===== src/rtl/rtc_alarm_pkg.sv =====
package rtc_alarm_pkg;
  localparam int NUM_FIELDS = 6;
  localparam int BYTE_W     = 8;
  localparam int ADDR_W     = 3;
  localparam int TIME_W     = NUM_FIELDS * BYTE_W;
  localparam int CTRL_ADDR  = NUM_FIELDS;
  localparam int ARM_BIT    = BYTE_W - 1;
  localparam int FLAG_BIT   = 0;
  localparam int IE_BIT     = 3;

  typedef logic [BYTE_W-1:0] byte_t;
endpackage


===== src/rtl/rtc_alarm_regs.sv =====
module rtc_alarm_regs
  import rtc_alarm_pkg::*;
(
  input  logic                            clk_i,
  input  logic                            rst_ni,
  input  logic                            wr_en_i,
  input  logic [ADDR_W-1:0]               addr_i,
  input  byte_t                           wdata_i,
  output logic [NUM_FIELDS-1:0][BYTE_W-1:0] alm_o
);
  logic [NUM_FIELDS-1:0][BYTE_W-1:0] alm_q;

  for (genvar i = 0; i < NUM_FIELDS; i++) begin : g_reg
    always_ff @(posedge clk_i or negedge rst_ni) begin
      if (!rst_ni)                                   alm_q[i] <= '0;
      else if (wr_en_i && (int'(addr_i) == i))       alm_q[i] <= wdata_i;
    end
  end

  assign alm_o = alm_q;


  wr_store_chk: assert property (@(posedge clk_i) disable iff (!rst_ni)
    (wr_en_i && (int'(addr_i) < NUM_FIELDS)) |=> (alm_q[$past(addr_i)] == $past(wdata_i)));
endmodule


===== src/rtl/rtc_alarm_match.sv =====
module rtc_alarm_match
  import rtc_alarm_pkg::*;
(
  input  logic                              tick_i,
  input  logic [NUM_FIELDS-1:0][BYTE_W-1:0] alm_i,
  input  logic [TIME_W-1:0]                 time_i,
  output logic                              set_o
);
  logic [NUM_FIELDS-1:0] armed;
  logic [NUM_FIELDS-1:0] fld_ok;

  for (genvar i = 0; i < NUM_FIELDS; i++) begin : g_fld
    assign armed[i]  = alm_i[i][ARM_BIT];
    // disarmed fields pass; armed need bit7 of time clear and low bits equal
    assign fld_ok[i] = !armed[i] ||
                       (time_i[i*BYTE_W +: BYTE_W] == {1'b0, alm_i[i][ARM_BIT-1:0]});
  end

  assign set_o = tick_i && (|armed) && (&fld_ok);
endmodule


===== src/rtl/rtc_alarm_ctrl.sv =====
module rtc_alarm_ctrl
  import rtc_alarm_pkg::*;
(
  input  logic clk_i,
  input  logic rst_ni,
  input  logic set_i,
  input  logic ctrl_wr_i,
  input  logic wr_flag_i,
  input  logic wr_ie_i,
  output logic flag_o,
  output logic ie_o
);
  logic flag_q, ie_q, clr;

  assign clr = ctrl_wr_i && !wr_flag_i;

  always_ff @(posedge clk_i or negedge rst_ni) begin
    if (!rst_ni) begin
      flag_q <= 1'b0;
      ie_q   <= 1'b0;
    end else begin
      flag_q <= set_i || (flag_q && !clr);  // set has priority over clear
      if (ctrl_wr_i) ie_q <= wr_ie_i;
    end
  end

  assign flag_o = flag_q;
  assign ie_o   = ie_q;


  set_takes_chk: assert property (@(posedge clk_i) disable iff (!rst_ni)
    set_i |=> flag_q);

  clear_takes_chk: assert property (@(posedge clk_i) disable iff (!rst_ni)
    (clr && !set_i) |=> !flag_q);

  set_wins_chk: assert property (@(posedge clk_i) disable iff (!rst_ni)
    (clr && set_i) |=> flag_q);

  no_spurious_set_chk: assert property (@(posedge clk_i) disable iff (!rst_ni)
    (!set_i && !flag_q) |=> !flag_q);
endmodule


===== src/rtl/rtc_alarm_cmp.sv =====
module rtc_alarm_cmp
  import rtc_alarm_pkg::*;
(
  input  logic              clk_i,
  input  logic              rst_ni,
  input  logic              sec_tick_i,
  input  logic [TIME_W-1:0] time_bcd_i,
  input  logic              wr_en_i,
  input  logic [ADDR_W-1:0] addr_i,
  input  logic [BYTE_W-1:0] wdata_i,
  output logic [BYTE_W-1:0] rdata_o,
  output logic              alarm_flag_o,
  output logic              alarm_irq_o
);
  logic [NUM_FIELDS-1:0][BYTE_W-1:0] alm;
  logic  set_ev, flag, ie, ctrl_wr;
  byte_t ctrl_byte;

  assign ctrl_wr = wr_en_i && (int'(addr_i) == CTRL_ADDR);

  rtc_alarm_regs u_regs (
    .clk_i   (clk_i),
    .rst_ni  (rst_ni),
    .wr_en_i (wr_en_i),
    .addr_i  (addr_i),
    .wdata_i (wdata_i),
    .alm_o   (alm)
  );

  rtc_alarm_match u_match (
    .tick_i (sec_tick_i),
    .alm_i  (alm),
    .time_i (time_bcd_i),
    .set_o  (set_ev)
  );

  rtc_alarm_ctrl u_ctrl (
    .clk_i     (clk_i),
    .rst_ni    (rst_ni),
    .set_i     (set_ev),
    .ctrl_wr_i (ctrl_wr),
    .wr_flag_i (wdata_i[FLAG_BIT]),
    .wr_ie_i   (wdata_i[IE_BIT]),
    .flag_o    (flag),
    .ie_o      (ie)
  );

  always_comb begin
    ctrl_byte           = '0;
    ctrl_byte[FLAG_BIT] = flag;
    ctrl_byte[IE_BIT]   = ie;
  end

  always_comb begin
    rdata_o = '0;
    if (int'(addr_i) < NUM_FIELDS)        rdata_o = alm[addr_i];
    else if (int'(addr_i) == CTRL_ADDR)   rdata_o = ctrl_byte;
  end

  assign alarm_flag_o = flag;
  assign alarm_irq_o  = flag && ie;


  irq_needs_flag_chk: assert property (@(posedge clk_i) disable iff (!rst_ni)
    alarm_irq_o |-> alarm_flag_o);
endmodule


===== config.mk =====
export PLATFORM = sky130hd
export DESIGN_NAME = rtc_alarm_cmp
export DESIGN_NICKNAME = d
export VERILOG_FILES = /design/src/rtl/rtc_alarm_pkg.sv /design/src/rtl/rtc_alarm_regs.sv /design/src/rtl/rtc_alarm_match.sv /design/src/rtl/rtc_alarm_ctrl.sv /design/src/rtl/rtc_alarm_cmp.sv
export SDC_FILE = /design/constraint.sdc
export NUM_CORES = 1
export LEC_CHECK = 0
export CAP_MARGIN = 20
export CORE_MARGIN = 1
export CORE_UTILIZATION = 45
export DETAILED_ROUTE_END_ITERATION = 8
export PLACE_DENSITY_LB_ADDON = 0.05
export SLEW_MARGIN = 20
export SYNTH_ARGS = -nofsm -noshare
export SYNTH_HDL_FRONTEND = slang
export SYNTH_SLANG_ARGS = --single-unit

===== constraint.sdc =====
create_clock -name clk_i -period 2.1 [get_ports clk_i]
set_input_delay 0.21 -clock clk_i [delete_from_list [all_inputs] [get_ports clk_i]]
set_output_delay 0.21 -clock clk_i [all_outputs]
set_load 0.02 [all_outputs]

# After elaboration in Yosys (flattened, before gate mapping)
# Cells that the tools add are included.
# totals
regBits,50
input_bits,63
output_inout_bits,10
# classes
magnitude_cmp,2
n_eq_ne,12
mux,4
reduce_logical,30
# op_table
op,count
equality test 8 x 7 -> 1 bit,6
binary-select mux 8 bit (select 3 bit),1
two-way mux 8 bit,2
equality test 3 bit (second input constant),4
logical AND 1 bit,12
logical NOT 1 bit,8
logical OR 1 bit,7
equality test 3 x 2 -> 1 bit (second input constant),2
AND reduction 6 bit,1
OR reduction 6 bit,1
less-than comparator 3 x 4 -> 1 bit (second input constant),1
two-way mux 4 bit,1
logical NOT 3 bit,1
less-than comparator 3 bit (second input constant),1

# Depth between registers and ports, before layout
# logic_depth
depth_word,6
ltp_mapped,6

# Cells and area by module
# From an unflattened synthesis, not the netlist that was laid out.
# hier_totals
hier_cells,235
area_unflattened_um2,2970.3
# modules_own_cells
mod,instances,cells_per_inst,area_each_um2,seq_area_each_um2
rtc_alarm_regs,1,106,1833.0,1201.2
rtc_alarm_cmp,1,58,540.5,0.0
rtc_alarm_match,1,66,518.0,0.0
rtc_alarm_ctrl,1,5,78.8,50.0

# Worst setup path after synthesis
# OpenSTA, ideal clock, no wires.
# synth_path
path_kind,register -> register
from,register u_regs.alm_q (netlist bit u_regs.alm_o[11])
to,"register u_ctrl.flag_q, in the netlist u_ctrl.flag_o"
setup_time_ps,76
arrival_ps,1342
required_ps,2024
slack_ps,681
path_stages_with_launch,6
n_path_buf,0
path_cell_list,dfrtp_1 xor2_1 or4_1 o21ai_0 nand4_1 o21ai_1
# synth_between
elab_chain_cells,5
# synth_rtl
element,line,source
from (decl),rtc_alarm_regs.sv:11,logic [NUM_FIELDS-1:0][BYTE_W-1:0] alm_q;
equality test 8 x 7 -> 1 bit,rtc_alarm_match.sv:16,"(time_i[i*BYTE_W +: BYTE_W] == {1'b0, alm_i[i][ARM_BIT-1:0]});"
logical OR 1 bit,rtc_alarm_match.sv:15,assign fld_ok[i] = !armed[i] ||
AND reduction 6 bit,rtc_alarm_match.sv:19,assign set_o = tick_i && (|armed) && (&fld_ok);
logical AND 1 bit,rtc_alarm_match.sv:19,
logical OR 1 bit,rtc_alarm_ctrl.sv:22,flag_q <= set_i || (flag_q && !clr);
to (signal assigned),rtc_alarm_ctrl.sv:22,
to (decl),rtc_alarm_ctrl.sv:13,"logic flag_q, ie_q, clr;"
# No other way between the ends.
# A chain may end at the register's enable or synchronous reset.

# Final worst setup path
# layout_path
from,input port addr_i[0]
to,output port rdata_o[6]
# layout_between
elab_chain_cells,3
word_cells_on_any_way,4
classes_between,order compare (1); mux (3)
# layout_rtl
element,line,source
from (decl),rtc_alarm_cmp.sv:9,"input logic [ADDR_W-1:0] addr_i,"
binary-select mux 8 bit (select 3 bit),rtc_alarm_cmp.sv:56,if (int'(addr_i) < NUM_FIELDS) rdata_o = alm[addr_i];
two-way mux 8 bit (not written as such),rtc_alarm_cmp.sv:56,
two-way mux 8 bit (*),rtc_alarm_cmp.sv:56,
to (decl),rtc_alarm_cmp.sv:11,"output logic [BYTE_W-1:0] rdata_o,"
# Mark *: on every way between the ends. The rest lies on a longest branch, timed or not. The select of a mux whose other input is x is not followed.

==> flow_summary.json <==
{
  "syn2layout_area_growth_pct": 34.95,
  "max_freq_ghz": 0.4912,
  "antenna_left": 0,
  "io_pins": 73,
  "critPathLaunchType": "primary input",
  "crit_path_max_fanout": 11,
  "synth_top_area_share_pct": 43.63,
  "synth_cell_types": 31,
  "die_y_um": 81.83,
  "cts_tree": "yes",
  "synth.most_common_cell": "dfrtp_1",
  "synthTopCellsByCount": "50 x dfrtp_1, 41 x mux2_2, 24 x xnor2_1",
  "p_switching_uw": 916.3,
  "dp_cells": 375,
  "hpwl_um": 5424,
  "wl_um": 6691,
  "rsz0062_at_grt": "false",
  "grt_pass1_vias": 2041,
  "synthAdderAreaFrac_pct": 0,
  "async_flop_share_pct": 100.0,
  "p_sw_share_pct": 31.25,
  "dr.pass1.iters": 4,
  "antenna_found_initial": 0,
  "grt_start_max_net_pins": 22,
  "worstPathArrival_ns": 1.83,
  "r2r_cells": 5,
  "seq_power_share_pct": 48.1,
  "muxShareOfSynthArea_pct": 29.36,
  "endpoint_kind": "output pin",
  "min_path_type": "in2async",
  "vias_per_cell": 5.402,
  "worstPathRequired_ns": 1.89,
  "p_clk_share_pct": 18.8,
  "syn_nets": 284,
  "synthCells": 221,
  "outcome": "completed",
  "ff_latch_area_um2": 1251,
  "finalHoldViolations": 0,
  "ys_ff_latch": 50,
  "synth-xor-area-share_pct": 12.83,
  "p_leak_nw": 1.598,
  "port_buffers": 72,
  "p_total_mw": 2.932,
  "synth_flop_cell": "dfrtp_1",
  "worst_pin_slew_ns": 0.4710,
  "synth_compound_area_share_pct": 3.709,
  "fin_ws_ns": 0.06424,
  "netlist_area_um2": 2868,
  "synth_top_family_by_area": "multiplexers",
  "final_cells": 383,
  "synth_edf_count": 0,
  "maxCapViolCount": 0,
  "seq_area_frac_synth_pct": 43.63,
  "yosys.area.top_type": "dfrtp_1",
  "die_area_um2": 6696,
  "max_slew_margin_pct": 68.60,
  "yosysWarnings": 0,
  "diodes": 0,
  "powerDensity_nw_per_um2": 757.7,
  "die_w_um": 81.83,
  "fin_crit_sh_pct": 96.94,
  "worst-setup-path-type": "in2out",
  "wl_per_cell_um": 17.47,
  "period_needed_ns": 2.036,
  "nNetsFinal": 371,
  "worstPathCellList": "clkdlybuf4s50_1 > buf_12 > mux4_2 > inv_1 > o22ai_1 > dlygate4sd2_1",
  "grt_use_total_pct": 22.68,
  "core_um2": 6026,
  "clock_sinks": 50,
  "path_depth": 6,
  "drive_gt1_share_pct": 28.25,
  "multi_input_area_um2": 1531,
  "drtIter0Drc": 105,
  "critical_path.top_delay_family": "buffers and inverters",
  "clock_latency_ns": 0.31,
  "avgSynthCellArea_um2": 12.98,
  "worst_path_max_delay_cell": "clkdlybuf4s50_1",
  "initial_core_util_pct": 47.59,
  "overflow": 0,
  "setup_viol": 0,
  "place_ws_ns": -0.1907,
  "root_buffer": "clkbuf_8",
  "peakVddDrop_uv": 439.5,
  "maxSlewViolCount": 0,
  "rows": 28,
  "clkTransAtPathRegs_ns": 0.10,
  "fin_worst_skew_ns": 0.01011,
  "h-tree-depth": 2,
  "max_stage_delay_ns": 0.51,
  "num_vias": 2069,
  "clk_path_buf_depth": 2,
  "nFillCells": 511,
  "cts_inserted_buffers": 5,
  "finalSetupTns_ns": 0,
  "drc_errors": 0,
  "combPwrFrac_pct": 33.1,
  "crit_buf_inv": 4,
  "gp_congestion": 0.8005,
  "synthSimpleGateAreaFrac_pct": 7.504,
  "grt_pass1_wl_um": 10860,
  "p_int_mw": 2.016,
  "ys_top_cells_by_area": "dfrtp_1 44%, mux2_2 16%, xnor2_1 7.3%"
}
==> area by class of cell <==
type	count	share of cell area (%)
clock buffer	5	1.778
multi-input combinational	157	39.57
timing repair buffer	88	22.96
inverter	6	0.5820
tap	75	2.425
sequential	50	32.33
clock inverter	2	0.3556
==> cell families (layout without fill, tap and decap cells) <==
logic type / Yosys count / in the layout
xor+xnor: 42 / 42
mux: 65 / 65
flops: 50 / 50
buf+inv: 14 / 101
simple gates: 31 / 31
compound gates: 19 / 19
==> placed cells by master, fill, tap and decap left out <==
cell type,Yosys,routed
buf_2,2,1
nand2b_1,1,1
nor3b_2,1,1
clkbuf_8,0,5
clkinv_2,0,1
and2_1,1,1
dlygate4sd2_1,0,2
nand2b_4,1,1
mux4_2,8,8
clkdlybuf4s15_1,0,4
buf_4,2,10
buf_12,0,5
xor2_1,18,18
nand2_1,1,1
o31a_1,1,1
mux2_2,41,41
or2_1,1,1
inv_6,0,1
dlygate4sd3_1,0,1
nor2b_1,1,1
o21ai_1,5,5
dfrtp_1,50,50
inv_1,6,6
xnor2_1,24,24
o21ai_0,3,3
nor2_2,1,1
o22ai_1,6,6
nand4b_1,2,2
nand4_1,7,7
nor2_1,4,4
clkdlybuf4s50_1,0,63
a21oi_1,4,4
mux2i_1,8,8
nand3_1,1,1
nor3_2,2,2
clkbuf_2,0,2
or4_1,7,7
mux2_4,8,8
==> state kept, by name (all words and copies together) (netlist names) <==
name           count
u_ctrl.flag_o      1
u_ctrl.ie_o        1
u_regs.alm_o      48
==> timing repair <==
item                                   in CTS  in global routing
gates resized for setup                     8                  8
setup endpoints to repair                   8                  6
buffers inserted                            0                  0
endpoints found under the hold margin      19                  0
hold buffers                                1                  0
cloned                                      0                  0
==> power by group through the flow <==
stage | sequential (mW) | clock, mW | combinational [mW]
6_report | 1.41 | 0.551 | 0.971
5_1_grt | 1.44 | 0.616 | 1.06
4_1_cts | 1.41 | 0.565 | 0.982
3_5_place_dp | 1.43 | 0 | 1.00
3_3_place_gp | 1.43 | 0 | 0.988
2_1_floorplan | 1.36 | 0 | 0.627
==> metal layers <==
layer / vias to the layer above / wire length (um) / track usage, %
li1: 990 / - / -
met1: 1013 / 3212 / 33.14
met2: 58 / 3088 / 34.96
met3: 8 / 320 / 3.667
met4: 0 / 70 / 5.789
met5: - / 0 / 0
==> per-stage QoR <==
stage                     util [%]  cell area, um^2  hold slack (ns)
after floorplan                  -             2868         -0.08559
final                        64.22             3870           0.3813
after global routing         64.22             3870           0.4417
after global placement       62.89             3790           0.1918
after detailed placement     62.89             3790           0.1895
after CTS                    64.27             3872           0.3856
==> final timing paths <==
kind	start	slack, ns	end
setup / recovery	addr_i[0]	0.06	rdata_o[6]
hold / removal	rst_ni	0.38	u_regs.alm_o[12]
setup reg to reg	u_regs.alm_o[11]	0.40	u_ctrl.flag_o
hold reg to reg	u_ctrl.ie_o	0.53	u_ctrl.ie_o
max in group asynchronous	rst_ni	1.11	u_regs.alm_o[6]
min in group clk_i	u_ctrl.ie_o	0.53	u_ctrl.ie_o
No activity file was read; power rests on OpenSTA's default activity.
